### src/rtl/gcd_sub_pkg.sv
package gcd_sub_pkg;

   typedef enum logic [3:0] {
      ST_IDLE    = 4'd0,
      ST_WAIT    = 4'd1,
      ST_WJOIN   = 4'd2,
      ST_LOAD_A  = 4'd3,
      ST_LOAD_B  = 4'd4,
      ST_TEST_NE = 4'd5,
      ST_TEST_LT = 4'd6,
      ST_UPD_B   = 4'd7,
      ST_UPD_A   = 4'd8,
      ST_IJOIN   = 4'd9,
      ST_OJOIN   = 4'd10,
      ST_OUTPUT  = 4'd11,
      ST_LOOP    = 4'd12
   } gcd_state_t;

   localparam int unsigned STATE_COUNT = 13;

   typedef struct packed {
      logic a_pick;
      logic b_pick;
      logic a_load;
      logic b_load;
      logic res_load;
   } gcd_ctl_t;

endpackage

### src/rtl/gcd_opreg.sv
module gcd_opreg #(
   parameter int unsigned WIDTH = 8
) (
   input  logic             clk,
   input  logic             rst,
   input  logic [WIDTH-1:0] ext_val,
   input  logic [WIDTH-1:0] sub_val,
   input  logic             pick,
   input  logic             load,
   output logic [WIDTH-1:0] q
);

   logic [WIDTH-1:0] mux_out;

   always_comb mux_out = pick ? sub_val : ext_val;

   always_ff @(posedge clk) begin
      if (rst)       q <= '0;
      else if (load) q <= mux_out;
   end

   // a load with select 0 captures the external operand
   p_ext_capture_r3: assert property (@(posedge clk) disable iff (rst)
      (load && !pick) |=> (q == $past(ext_val)));

endmodule

### src/rtl/gcd_datapath.sv
module gcd_datapath
   import gcd_sub_pkg::*;
#(
   parameter int unsigned WIDTH          = 8,
   parameter bit          LT_FROM_BORROW = 1'b1
) (
   input  logic             clk,
   input  logic             rst,
   input  logic [WIDTH-1:0] opnd_a,
   input  logic [WIDTH-1:0] opnd_b,
   input  gcd_ctl_t         ctl,
   output logic             ne_flag,
   output logic             lt_flag,
   output logic [WIDTH-1:0] result
);

   localparam int unsigned EXT_W = WIDTH + 1;

   logic [WIDTH-1:0] reg_a, reg_b;
   logic [WIDTH-1:0] a_minus_b, b_minus_a;

   always_comb begin
      a_minus_b = reg_a - reg_b;
      b_minus_a = reg_b - reg_a;
      ne_flag   = |(reg_a ^ reg_b);
   end

   generate
      if (LT_FROM_BORROW) begin : g_lt_borrow
         logic [EXT_W-1:0] wide_diff;
         always_comb begin
            wide_diff = {1'b0, reg_a} - {1'b0, reg_b};
            lt_flag   = wide_diff[EXT_W-1];
         end
      end else begin : g_lt_compare
         always_comb lt_flag = (reg_a < reg_b);
      end
   endgenerate

   gcd_opreg #(.WIDTH(WIDTH)) i_reg_a (
      .clk(clk), .rst(rst), .ext_val(opnd_a), .sub_val(a_minus_b),
      .pick(ctl.a_pick), .load(ctl.a_load), .q(reg_a));

   gcd_opreg #(.WIDTH(WIDTH)) i_reg_b (
      .clk(clk), .rst(rst), .ext_val(opnd_b), .sub_val(b_minus_a),
      .pick(ctl.b_pick), .load(ctl.b_load), .q(reg_b));

   always_ff @(posedge clk) begin
      if (rst)               result <= '0;
      else if (ctl.res_load) result <= reg_a;
   end

   // B-update only when B is the larger, A-update only when A is not smaller
   p_no_wrap_b_r4: assert property (@(posedge clk) disable iff (rst)
      (ctl.b_load && ctl.b_pick) |-> (reg_b > reg_a));
   p_no_wrap_a_r4: assert property (@(posedge clk) disable iff (rst)
      (ctl.a_load && ctl.a_pick) |-> (reg_a > reg_b));
   // result is loaded only from equal working values
   p_res_equal_r6: assert property (@(posedge clk) disable iff (rst)
      ctl.res_load |-> (reg_a == reg_b));
   // result holds whenever it is not loaded
   p_res_hold_r7: assert property (@(posedge clk) disable iff (rst)
      !ctl.res_load |=> $stable(result));

endmodule

### src/rtl/gcd_ctrl.sv
module gcd_ctrl
   import gcd_sub_pkg::*;
(
   input  logic     clk,
   input  logic     rst,
   input  logic     start,
   input  logic     ne_flag,
   input  logic     lt_flag,
   output gcd_ctl_t ctl
);

   gcd_state_t st, st_nx;

   always_ff @(posedge clk) begin
      if (rst) st <= ST_IDLE;
      else     st <= st_nx;
   end

   always_comb begin
      st_nx = st;
      unique case (st)
         ST_IDLE:    st_nx = ST_WAIT;
         ST_WAIT:    st_nx = start ? ST_LOAD_A : ST_WJOIN;
         ST_WJOIN:   st_nx = ST_WAIT;
         ST_LOAD_A:  st_nx = ST_LOAD_B;
         ST_LOAD_B:  st_nx = ST_TEST_NE;
         ST_TEST_NE: st_nx = ne_flag ? ST_TEST_LT : ST_OUTPUT;
         ST_TEST_LT: st_nx = lt_flag ? ST_UPD_B : ST_UPD_A;
         ST_UPD_B:   st_nx = ST_IJOIN;
         ST_UPD_A:   st_nx = ST_IJOIN;
         ST_IJOIN:   st_nx = ST_OJOIN;
         ST_OJOIN:   st_nx = ST_TEST_NE;
         ST_OUTPUT:  st_nx = ST_LOOP;
         ST_LOOP:    st_nx = ST_IDLE;
         default:    st_nx = ST_IDLE;
      endcase
   end

   always_comb begin
      ctl = '0;
      unique case (st)
         ST_LOAD_A: ctl.a_load = 1'b1;
         ST_LOAD_B: ctl.b_load = 1'b1;
         ST_UPD_B:  begin ctl.b_pick = 1'b1; ctl.b_load = 1'b1; end
         ST_UPD_A:  begin ctl.a_pick = 1'b1; ctl.a_load = 1'b1; end
         ST_OUTPUT: ctl.res_load = 1'b1;
         default:   ctl = '0;
      endcase
   end

   // only the thirteen defined codes are ever held
   p_state_range_r8: assert property (@(posedge clk) disable iff (rst)
      (st <= ST_LOOP));
   // a missing start sends wait to join, and join always returns to wait
   p_wait_join_r2: assert property (@(posedge clk) disable iff (rst)
      (st == ST_WAIT && !start) |=> (st == ST_WJOIN));
   p_join_back_r2: assert property (@(posedge clk) disable iff (rst)
      (st == ST_WJOIN) |=> (st == ST_WAIT));
   // operand B is captured right after operand A
   p_load_order_r3: assert property (@(posedge clk) disable iff (rst)
      (st == ST_LOAD_A) |=> (st == ST_LOAD_B));
   // every update returns through both joins to the inequality test
   p_join_path_r5: assert property (@(posedge clk) disable iff (rst)
      (st == ST_IJOIN) |=> (st == ST_OJOIN));
   p_join_ret_r5: assert property (@(posedge clk) disable iff (rst)
      (st == ST_OJOIN) |=> (st == ST_TEST_NE));
   // equality at the test leads to the output state
   p_eq_out_r6: assert property (@(posedge clk) disable iff (rst)
      (st == ST_TEST_NE && !ne_flag) |=> (st == ST_OUTPUT));
   // output is followed by loop-back and then idle
   p_loop_back_r8: assert property (@(posedge clk) disable iff (rst)
      (st == ST_OUTPUT) |=> (st == ST_LOOP));

endmodule

### src/rtl/gcd_sub_unit.sv
module gcd_sub_unit
   import gcd_sub_pkg::*;
#(
   parameter int unsigned WIDTH          = 8,
   parameter bit          LT_FROM_BORROW = 1'b1
) (
   input  logic             clk,
   input  logic             rst,
   input  logic             start,
   input  logic [WIDTH-1:0] opnd_a,
   input  logic [WIDTH-1:0] opnd_b,
   output logic [WIDTH-1:0] gcd_out
);

   generate
      if (WIDTH < 2) begin : g_bad_width
         $error("gcd_sub_unit: WIDTH must be at least 2");
      end
   endgenerate

   gcd_ctl_t ctl;
   logic     ne_flag, lt_flag;

   gcd_ctrl i_ctrl (
      .clk(clk), .rst(rst), .start(start),
      .ne_flag(ne_flag), .lt_flag(lt_flag), .ctl(ctl));

   gcd_datapath #(.WIDTH(WIDTH), .LT_FROM_BORROW(LT_FROM_BORROW)) i_dp (
      .clk(clk), .rst(rst), .opnd_a(opnd_a), .opnd_b(opnd_b),
      .ctl(ctl), .ne_flag(ne_flag), .lt_flag(lt_flag), .result(gcd_out));

   // result is zero right after a reset cycle
   p_reset_zero_r1: assert property (@(posedge clk) disable iff (rst)
      $fell(rst) |-> (gcd_out == '0));

endmodule

### config.mk
export PLATFORM = sky130hd
export DESIGN_NAME = gcd_sub_unit
export DESIGN_NICKNAME = d
export VERILOG_FILES = /design/src/rtl/gcd_sub_pkg.sv /design/src/rtl/gcd_opreg.sv /design/src/rtl/gcd_datapath.sv /design/src/rtl/gcd_ctrl.sv /design/src/rtl/gcd_sub_unit.sv
export SDC_FILE = /design/constraint.sdc
export NUM_CORES = 1
export LEC_CHECK = 0
export BUFFER_PORTS_ARGS = -buffer_cell sky130_fd_sc_hd__buf_2
export CAP_MARGIN = 20
export CORE_UTILIZATION = 50
export DETAILED_ROUTE_END_ITERATION = 7
export PLACE_DENSITY_LB_ADDON = 0.1
export RECOVER_POWER = 25
export SLEW_MARGIN = 5
export SYNTH_ARGS = -nofsm -noshare
export SYNTH_HDL_FRONTEND = slang
export SYNTH_SLANG_ARGS = --single-unit
### constraint.sdc
create_clock -name clk -period 2.7 [get_ports clk]
set_clock_uncertainty 0.15 [all_clocks]
set_input_delay 0.135 -clock clk [delete_from_list [all_inputs] [get_ports clk]]
set_output_delay 0.135 -clock clk [all_outputs]
set_load 0.03 [all_outputs]
==> results.txt, run 1 <==
Final Hold Viols: 0
Total die area: 4330 um2
Worst Hold Slack: 0.0138 ns
Mapped Cells: 272
CORE AREA: 3770 um2
Cell area power density: 530 nW/um2
DP HPWL: 3.57 mm
Syn_nets: 308
F_max: 431 MHz
Drt total wl: 4.84 mm
Post-synth EDFFs: 0
Drt via density: 5.69
Bufs on Longest Clock Path: 2
Hold-fix buffers, CTS: 1
CTS root buffer: clkbuf_8
Io pins: 27
Global Route Usage Sum: 24.5%
GPL Wtd Cong: 0.866
Synth Flop Type: dfxtp_1
IO Port Bufs: 26
CTS H-tree lvls: 1
Synth-to-Final Area Change: 9.46%
Clock transition at the registers of the reported paths: 0.11 ns
Initial antenna violation count: 0
Int Power: 783 uW
First-pass GRT wire length: 8.21 mm
Initial Util: 54.0%
Postcts setup bufs: 0
Area contributors post-synth: dfxtp_1 28%, ha_1 9.2%, a21oi_1 7.1%, nand2_1 6.8%, nor2_1 5.5%
Status: completed
GRT overflow: 0
Worst slew pin tran: 0.626 ns
Post-CTS resize count: 0
Pins Over Slew Limit: 0
Residual DRC: 0
WL/cell: 14.4 um
Flop and latch count out of synthesis: 28
Crit path time final: 2.32 ns
Synth cell count leaders: 37 x nand2_1, 30 x nor2_1, 29 x a21oi_1
Syn_area_per_cell: 7.49 um2
Worst hold path type: primary input to flop
RSZ-0062 raised after global routing: no
Share of layout cells above drive strength 1: 11.5%
IR drop worst, VDD: 309 uV
Switching pwr: 398 uW
Vias in the first global route: 1761
# diodes: 0
DIE HEIGHT: 65.8 um
Most used standard cell by instance count after synthesis: nand2_1
CTS buffer count: 3
Final setup viols: 0
FILL cells: 352
Setup TNS: 0 ns
Combinational share of power: 31.7%
Via count: 1913
WP data required: 2.70 ns
Die Wd: 65.8 um
CP Launch Type: flop
Area share of the largest cell type after synthesis: 27.5%
Max-cap violations: 0
Post-synthesis sequential area ratio: 27.5%
Crit Path Max Fanout: 4
Sink Count: 28
Area leader, netlist: dfxtp_1
Pin count of the biggest net entering global routing: 34
Nets@finish: 325
Final instance area: 2230 um2
Worst EP arrival: 2.32 ns
Critical Path Sink Type: flop
TritonRoute pass-1 iters: 4
DR iter-0 viols: 121
Mapped cell area: 2040 um2
Sequential fraction of design power: 39.4%
Leak: 0.828 nW
Cell variety after synth: 50
Crit path kind: flop to flop
Sw Share: 33.7%
DRT antenna net count: 0
Max-slew headroom at the worst pin: 58.3%
Clock Latency Late Sink: 0.28 ns
TritonCTS clock tree: built
Ys Warns: 0
Async S/R FF share, synth: 0%
Area after DPL: 2160 um2
Clk network pwr share: 28.9%
Final worst path period share: 86.0%
Cell row count: 22
[worst paths after layout]
path	cells past startpoint	from	slack [ns]	end
setup / recovery	8	i_dp.i_reg_a.q[0]	0.38	i_ctrl.st[1]
hold / removal	3	opnd_b[4]	0.01	i_dp.i_reg_b.q[4]
setup reg to reg	8	i_dp.i_reg_a.q[0]	0.38	i_ctrl.st[1]
hold reg to reg	2	i_dp.result[3]	0.31	i_dp.result[3]
[placed cells by master, fill, tap and decap left out, types with 3 or more instances in the layout]
master    count
nand4b_1      3
xor2_1        5
dfxtp_1      28
a211oi_1      9
or2_2         3
clkbuf_1      8
nor2b_1       4
mux2i_1       3
nand2b_1      4
a21oi_1      29
a311oi_1      3
nor3_1        4
nand2_1      37
o21a_1        3
ha_1         15
clkbuf_8      3
a22oi_1       5
inv_1        19
nor2_1       30
buf_2        18
o21ai_0      14
buf_4         3
[cell families after synthesis]
kind of cell    Yosys count  synth area share (%)
simple gates             96                  21.9
compound gates           86                  27.8
buf+inv                  37                  7.98
flops                    28                  27.5
fa+ha+maj                17                  11.2
xor+xnor                  5                  2.15
mux                       3                  1.47
[critical path: stages (launching register included)]
cell,delay [ns]
dfxtp_1,0.38
inv_1,0.06
ha_1,0.19
fa_1,0.40
nand2b_1,0.16
a21oi_1,0.32
a311oi_1,0.24
a32oi_1,0.24
nor2_1,0.05
[power by group through the flow]
stage	logic [mW]	registers, mW	clock network, mW
2_1_floorplan	0.300	0.457	0
3_3_place_gp	0.361	0.475	0
3_5_place_dp	0.362	0.475	0
4_1_cts	0.370	0.465	0.346
5_1_grt	0.420	0.470	0.365
6_report	0.374	0.465	0.341
[per-layer routing]
layer / track usage (%) / part of all wire [%]
met5: 0 / 0
met4: 5.98 / 1.3
met3: 2.24 / 3.6
met2: 41.5 / 47
met1: 33.2 / 48
[flip-flops by register name, indices dropped and copies added, names as in the netlist]
register / count
i_ctrl.st: 4
i_dp.i_reg_a.q: 8
i_dp.i_reg_b.q: 8
i_dp.result: 8
[cell type report]
cell class	count	area (um2)	area share (%)
clock inverter	1	30.0	1.35
clock buffer	3	41.3	1.85
tap	48	60.1	2.69
sequential	28	561	25.1
timing repair buffer	30	153	6.85
multi-input combinational	207	1310	58.9
inverter	19	71.3	3.20
[stage by stage]
stage	utilization [%]	total power, mW	worst slack (ns)	std cells
after floorplan	-	0.757	0.633	272
after global placement	57.2	0.835	0.480	331
after detailed placement	57.2	0.837	0.426	331
after CTS	59.4	1.18	0.396	336
after global routing	59.1	1.26	0.200	336
final	59.1	1.18	0.378	336
Note: power is estimated with default switching activity, not from simulation.
==> run 2, diff against run 1 <==
--- a/config.mk
+++ b/config.mk
@@ -5,8 +5,10 @@
 export SDC_FILE = /design/constraint.sdc
 export NUM_CORES = 1
 export LEC_CHECK = 0
+export ABC_AREA = 1
 export BUFFER_PORTS_ARGS = -buffer_cell sky130_fd_sc_hd__buf_2
 export CAP_MARGIN = 20
+export CORE_MARGIN = 1
 export CORE_UTILIZATION = 50
 export DETAILED_ROUTE_END_ITERATION = 7
 export PLACE_DENSITY_LB_ADDON = 0.1
==> results.txt, run 2 <==
RR Startpoint: i_dp.i_reg_a.q[0]
RR Endpoint: i_ctrl.st[0]
Crit Path Max Fanout: 3 (-1)
Placed cells: 375 (+13%)
Status: completed
Crit-path cells: inv_1, ha_1, fa_1, o21bai_1, nand2_1, nand3_1, a31oi_1
Syn_area_per_cell: 6.42 um2 (-14%)
Delay-heaviest family, CP: adder cells
Hold-fix buffers, CTS: 4 (+3)
Most common cell after layout, fill and taps aside: nand2_1
RSZ-0062 raised after global routing: no
CTS root buffer: clkbuf_8
Clock transition at the registers of the reported paths: 0.10 ns (about the same)
Slowest stage delay, CP: 0.42 ns (+0.02 ns)
Max-slew headroom at the worst pin: 49.8% (-8.5 points)
Area contributors post-synth: dfxtp_1 28%, nand2_1 16%, ha_1 9.5%, inv_1 8.0%, a21oi_1 7.4%
Multiplexer share of the synthesized area: 0% (-1.5 points)
Flop and latch count out of synthesis: 28 (unchanged)
Ys Warns: 0 (unchanged)
Worst hold path type: primary input to flop
Setup slack, reg-to-reg: 0.80 ns (+0.42 ns)
HP Start: opnd_a[0]
Residual DRC: 0 (unchanged)
R2R cell count: 7 (-1)
Postcts setup bufs: 0 (unchanged)
First-pass GRT wire length: 8.47 mm (+3.1%)
Worst EP arrival: 1.90 ns (-0.42 ns)
Synth Area in Simple Gates: 32.0% (+10 points)
Final core occ: 58.9% (-0.27 points)
DR iter-0 viols: 128 (+5.8%)
WP data required: 2.69 ns (about the same)
CP Launch Type: flop
DP Worst Slack: 0.831 ns (+0.404 ns)
Mapped Cells: 307 (+13%)
Cell variety after synth: 27 (-46%)
Async S/R FF share, synth: 0% (unchanged)
Mapped cell area: 1970 um2 (-3.3%)
Area leader, netlist: dfxtp_1
Crit path kind: flop to flop
Clock Latency Late Sink: 0.28 ns (about the same)
Drt via density: 5.16 (-9.3%)
Pin count of the biggest net entering global routing: 16 (-53%)
Total die area: 4200 um2 (-3.1%)
F_max: 526 MHz (+22%)
IO Port Bufs: 26 (unchanged)
Final setup viols: 0 (unchanged)
CP max-delay cell: fa_1
XOR/XNOR Fraction of Synth Area: 0% (-2.1 points)
Largest family of logic cells by synthesized area: simple AND/OR/NAND/NOR gates
WP buf/inv: 1 (unchanged)
Most frequent cells in the layout: 83 x nand2_1, 42 x inv_1, 29 x nor2_1, 29 x a21oi_1, 28 x dfxtp_1
Global Route Usage Sum: 26.1% (+1.6 points)
Syn_nets: 343 (+11%)
Final worst path period share: 70.4% (-16 points)
IR drop worst, VDD: 264 uV (-15%)
Cell row count: 22 (unchanged)
GRT overflow: 0 (unchanged)
Worst slew pin tran: 0.750 ns (+0.124 ns)
Via count: 1973 (+3.1%)
Final Hold Viols: 0 (unchanged)
Final setup margin: 0.799 ns (+0.421 ns)
DIE HEIGHT: 64.8 um (-1.6%)
Crit path time final: 1.90 ns (-0.421 ns)
Share of layout cells above drive strength 1: 10.2% (-1.3 points)
Drt total wl: 4.94 mm (+2.1%)
GPL Wtd Cong: 0.912 (+5.3%)
TritonRoute pass-1 iters: 4 (unchanged)
Compound-Gate Fraction of Synth Area: 16.9% (-11 points)
TritonCTS clock tree: built
Worst Hold End: i_dp.i_reg_a.q[0]
Adder-Cell Fraction of Synth Area: 11.6% (+0.38 points)
Pins Over Slew Limit: 0 (unchanged)
Initial Util: 53.0% (-0.98 points)
Post-CTS resize count: 0 (unchanged)
DP HPWL: 3.74 mm (+5.0%)
Regs by FF count: i_dp.i_reg_a.q: 8 flops, i_dp.i_reg_b.q: 8 flops, i_dp.result: 8 flops
Hold path depth: 3 (unchanged)
Synth-to-Final Area Change: 11.0%
Sink Count: 28 (unchanged)
Cell area power density: 464 nW/um2 (-12%)
CTS buffer count: 3 (unchanged)
Synth Flop Type: dfxtp_1
Fin cells: 382 (+14%)
# diodes: 0 (unchanged)
Area of the multi-input gates: 1190 um2 (-9.5%)
WL/cell: 12.9 um (-10%)
FILL cells: 411 (+17%)
Post-synthesis sequential area ratio: 28.4% (+0.93 points)
Initial antenna violation count: 0 (unchanged)
DRT antenna net count: 0 (unchanged)
Setup TNS: 0 ns (unchanged)
CORE AREA: 3720 um2 (-1.5%)
Vias in the first global route: 1847 (+4.9%)
Most used standard cell by instance count after synthesis: nand2_1
Bufs on Longest Clock Path: 2 (unchanged)
Max-cap violations: 0 (unchanged)
Nets@finish: 372 (+14%)
Critical Path Sink Type: flop
Die Wd: 64.8 um (-1.6%)
Post-synth EDFFs: 0 (unchanged)
Storage cell area: 561 um2 (unchanged)
Io pins: 27 (unchanged)
Leak: 0.981 nW (+18%)
Tot Pwr: 1.01 mW (-14%)
CTS H-tree lvls: 1 (unchanged)
Synth cell count leaders: 83 x nand2_1, 42 x inv_1, 29 x a21oi_1
Area share of the largest cell type after synthesis: 28.4% (+0.93 points)
-- run 2: worst min-delay path, stage by stage --
cell     delay, ns
buf_2         0.07
o21ai_0       0.08
a21oi_1       0.12
-- run 2: final cells by class --
type | count | area share [%]
Clock buffer | 3 | 1.89
Inverter | 45 | 7.72
Multi-Input combinational cell | 227 | 54.3
Sequential cell | 28 | 25.6
Tap cell | 48 | 2.75
Timing Repair Buffer | 31 | 7.67
-- run 2: worst max path at each step --
stage                           start           endpoint  slack [ns]  cells past startpoint
floorplan           i_dp.i_reg_a.q[0]       i_ctrl.st[0]        0.99                      7
global placement    i_dp.i_reg_a.q[0]       i_ctrl.st[2]        0.88                      7
detailed placement  i_dp.i_reg_a.q[0]       i_ctrl.st[0]        0.83                      7
CTS                 i_dp.i_reg_a.q[0]       i_ctrl.st[0]        0.80                      7
global route        i_dp.i_reg_b.q[2]  i_dp.i_reg_a.q[7]        0.62                     10
finish              i_dp.i_reg_a.q[0]       i_ctrl.st[0]        0.80                      7
-- run 2: kinds of logic (layout without fill, tap and decap cells) --
logic type                 Yosys count  count (layout)
buffers and inverters               52              79
AOI/OAI and AO/OA                   61              61
adders and majority gates           17              17
and+or+nand+nor                    149             149
DFF                                 28              28
-- run 2: power by group --
part           switching, mW  internal (mW)  leakage [nW]  total, mW
Clock                  0.133          0.100        0.0216      0.234
Sequential            0.0167          0.431         0.227      0.447
Combinational          0.212          0.121         0.733      0.333
Total                  0.362          0.652         0.981       1.01
-- run 2: per-layer routing --
metal  up-vias  global-route usage, %  wire, um
met5         -                      0         0
met4         0                   6.11        45
met3         4                   3.17       241
met2        42                   43.5      2270
met1       885                   35.6      2390
li1       1042                      -         -
-- run 2: stage by stage --
step	hold WS, ns	area (um2)
finish	0.00686	2190
global route	0.0275	2190
CTS	0.00633	2200
detailed placement	0.247	2120
global placement	0.249	2120
floorplan	0.132	1970
